`src/rtl/dmachk_size_decode.sv`:
```
module dmachk_size_decode #(
  parameter int MASK_W = 5
) (
  input  logic [2:0]        size_code,
  output logic              legal,
  output logic [MASK_W-1:0] low_mask
);
  always_comb begin
    legal    = 1'b1;
    low_mask = '0;
    case (size_code)
      3'd0: low_mask = MASK_W'(0);
      3'd1: low_mask = MASK_W'(1);
      3'd2: low_mask = MASK_W'(3);
      3'd3: low_mask = MASK_W'(31);
      default: begin
        legal    = 1'b0;
        low_mask = '0;
      end
    endcase
  end
endmodule

```
`src/rtl/dmachk_align_check.sv`:
```
module dmachk_align_check #(
  parameter int VAL_W  = 32,
  parameter int MASK_W = 5
) (
  input  logic [VAL_W-1:0]  value,
  input  logic [MASK_W-1:0] low_mask,
  output logic              misaligned
);
  logic [VAL_W-1:0] wide_mask;

  generate
    if (VAL_W > MASK_W) begin : g_ext
      assign wide_mask = {{(VAL_W-MASK_W){1'b0}}, low_mask};
    end else begin : g_same
      assign wide_mask = low_mask;
    end
  endgenerate

  assign misaligned = |(value & wide_mask);
endmodule

```
`src/rtl/dmachk_side_check.sv`:
```
module dmachk_side_check #(
  parameter int ADDR_W = 32,
  parameter int OFS_W  = 16,
  parameter int MASK_W = 5
) (
  input  logic [ADDR_W-1:0] addr,
  input  logic [OFS_W-1:0]  ofs,
  input  logic [2:0]        size_code,
  output logic              bad,
  output logic              legal,
  output logic [MASK_W-1:0] low_mask
);
  logic addr_mis;
  logic ofs_mis;

  dmachk_size_decode #(.MASK_W(MASK_W)) u_dec (
    .size_code (size_code),
    .legal     (legal),
    .low_mask  (low_mask)
  );

  dmachk_align_check #(.VAL_W(ADDR_W), .MASK_W(MASK_W)) u_addr (
    .value      (addr),
    .low_mask   (low_mask),
    .misaligned (addr_mis)
  );

  dmachk_align_check #(.VAL_W(OFS_W), .MASK_W(MASK_W)) u_ofs (
    .value      (ofs),
    .low_mask   (low_mask),
    .misaligned (ofs_mis)
  );

  assign bad = !legal || addr_mis || ofs_mis;
endmodule

```
`config.mk`:
```
export PLATFORM = sky130hd
export DESIGN_NAME = dmachk_side_check
export DESIGN_NICKNAME = d
export VERILOG_FILES = /design/src/rtl/dmachk_size_decode.sv /design/src/rtl/dmachk_align_check.sv /design/src/rtl/dmachk_side_check.sv
export SDC_FILE = /design/constraint.sdc
export NUM_CORES = 1
export LEC_CHECK = 0
export BUFFER_PORTS_ARGS = -buffer_cell sky130_fd_sc_hd__buf_2
export CORE_AREA = 2 2 39 41
export DETAILED_ROUTE_END_ITERATION = 10
export DIE_AREA = 0 0 41 43
export GPL_ROUTABILITY_DRIVEN = 1
export PLACE_DENSITY = 0.64
export SETUP_SLACK_MARGIN = 0.3
export SLEW_MARGIN = 30
export SYNTH_ARGS = -nofsm -noshare
export SYNTH_HDL_FRONTEND = slang
export SYNTH_HIERARCHICAL = 1
export SYNTH_SLANG_ARGS = --single-unit
```
`constraint.sdc`:
```
create_clock -name vclk -period 3.5
set_input_delay 0.35 -clock vclk [all_inputs]
set_output_delay 0.35 -clock vclk [all_outputs]
set_load 0.02 [all_outputs]
```
==> impl_metrics.py <==
metrics = {
    "routing": {
        "drc": 0,
        "wirelength_um": 436,
        "vias": 176,
        "wl_per_cell_um": 9.277,
        "viasPerCell": 3.745,
        "ant_nets": 0,
        "drt_iter0_drc": 11,
        "dr.pass1.iters": 5,
    },
    "power_and_ir_drop": {
        "power_density_mw_per_mm2": 129.1,
        "power_switching_mw": 0.01378,
        "cellLeakagePower_nw": 0.1234,
        "pwr-share-clk_pct": 0,
        "switching_share_pct": 53.34,
        "p_comb_share_pct": 100.0,
        "peakVddDrop_mv": 0.03001,
        "p_seq_share_pct": 0,
        "p_int_mw": 0.01206,
    },
    "setup_path": {
        "worst-setup-path-type": "in -> out",
        "worstPathArrival_ns": 1.64,
        "cp_cell_sequence": "buf_2, and3b_1, a222oi_1, nand2_1, or3b_1, buf_2",
        "cp.required_ns": 3.15,
        "cp-start-kind": "input port",
        "crit_top_cell": "buf_2",
        "path_max_fanout": 9,
        "crit_family": "simple AND/OR/NAND/NOR gates",
        "cp_slowest_stage_delay_ns": 0.36,
        "cp-end-kind": "output port",
        "cpMaxStageDelayCell": "or3b_1",
        "critPathBufInv": 2,
    },
    "cells_and_area": {
        "fin_cells": 47,
        "nClkBuffers": 0,
        "finalNetCount": 84,
        "fill_cells": 160,
        "fin_util_pct": 14.47,
        "seq_cell_count": 0,
        "n_antenna_cell": 0,
        "final_common_cell": "buf_2",
        "drive_gt1_share_pct": 64.52,
        "regArea_um2": 0,
        "syn_to_final_growth_pct": 110.5,
        "layout_common_cells": "20 x buf_2, 2 x a222oi_1, 2 x a22oi_1, 2 x nand2_1",
    },
    "worst_hold_path": {
        "hold_path_class": "in -> out",
    },
    "outcome": {
        "status": "finished clean",
    },
    "clock_tree": {
        "postCtsSetupBuffers": 0,
        "cts-resized-gates": 0,
        "ctsHoldBuffers": 0,
    },
    "sta": {
        "tightestPinTransition_ns": 0.2947,
        "final_hold_viol_count": 0,
        "setup_violations": 0,
        "period_minus_slack_ns": 1.994,
        "slew_violations": 0,
        "tns_ns": 0,
        "slew_headroom_pct": 80.35,
        "max_freq_mhz": 501.6,
        "rsz0062_at_grt": "no",
        "period_share_pct": 56.97,
    },
    "global_routing": {
        "grt_pass1_vias": 131,
        "track_usage_pct": 4.296,
        "grt_antenna_before_repair": 0,
        "grt_pass1_wl_um": 538,
        "grt_overflow": 0,
        "grt_max_degree": 10,
    },
    "synthesis": {
        "synth_nets": 64,
        "synth.distinct_cells": 9,
        "yosys_warnings": 6,
        "netlist_instances": 13,
        "ys_seq_area_share_pct": 0,
        "syn_avg_cell_area_um2": 7.315,
        "syn-cell-area_um2": 95.09,
    },
    "placed_design": {
        "port_buffers": 20,
        "place_inst": 47,
        "gp_congestion": 0.6242,
    },
    "die": {
        "die_area_mm2": 0.001763,
        "design.portCount": 58,
        "die_h_um": 43,
        "std_cell_rows": 14,
        "die_x_um": 41,
        "initial_core_util_pct": 6.872,
        "core_area_mm2": 0.001384,
    },
    "job": {
        "max-cap-violations": 0,
    },
}
-- synth_stat cells --
library cell,instances,area (µm²)
a222oi_1,2,20.02
a22oi_1,2,15.01
buf_4,2,15.01
nand2_1,2,7.510
and3b_1,1,8.760
inv_1,1,3.750
nor2b_1,1,6.260
o21ba_1,1,10.01
or3b_1,1,8.760
-- worst paths after layout --
kind / from / to / slack [ns] / cells after the start
worst max-delay path: size_code[1] / bad / 1.51 / 6
worst min-delay path: size_code[2] / legal / 1.01 / 3
-- cell type report --
type	instances	area, µm²	area share (%)
well taps	16	20.02	10.00
repair buffers	20	100.1	50.00
inverters	1	3.754	1.875
multi-input cells	10	76.32	38.13
-- metal layers --
layer	track usage, %	part of all wire [%]
met2	5.000	28
met4	0	0
met1	8.228	51
met5	0	0
met3	0.5236	20
-- cell families after synthesis --
family | after synthesis | share of synthesized area [%]
AO/OA/AOI/OAI | 5 | 47.37
buffers and inverters | 3 | 19.73
AND/OR/NAND/NOR | 5 | 32.91
-- power by group through the flow --
stage | Combinational (mW) | Sequential, mW | Clock, mW
3_3_place_gp | 0.0254 | 0 | 0
3_5_place_dp | 0.0260 | 0 | 0
6_report | 0.0258 | 0 | 0
5_1_grt | 0.0287 | 0 | 0
2_1_floorplan | 0.0142 | 0 | 0
4_1_cts | 0.0261 | 0 | 0
-- per-stage QoR --
stage	power (mW)	area [µm²]	hold slack [ns]	worst slack, ns
final	0.02584	200.2	1.006	1.506
after global routing	0.02866	200.2	1.044	1.394
after CTS	0.02612	200.2	1.007	1.489
after detailed placement	0.02604	200.2	1.007	1.490
after global placement	0.02539	200.2	0.9994	1.530
after floorplan	0.01420	95.09	0.7810	1.539
(Power assumes the default switching activity.)
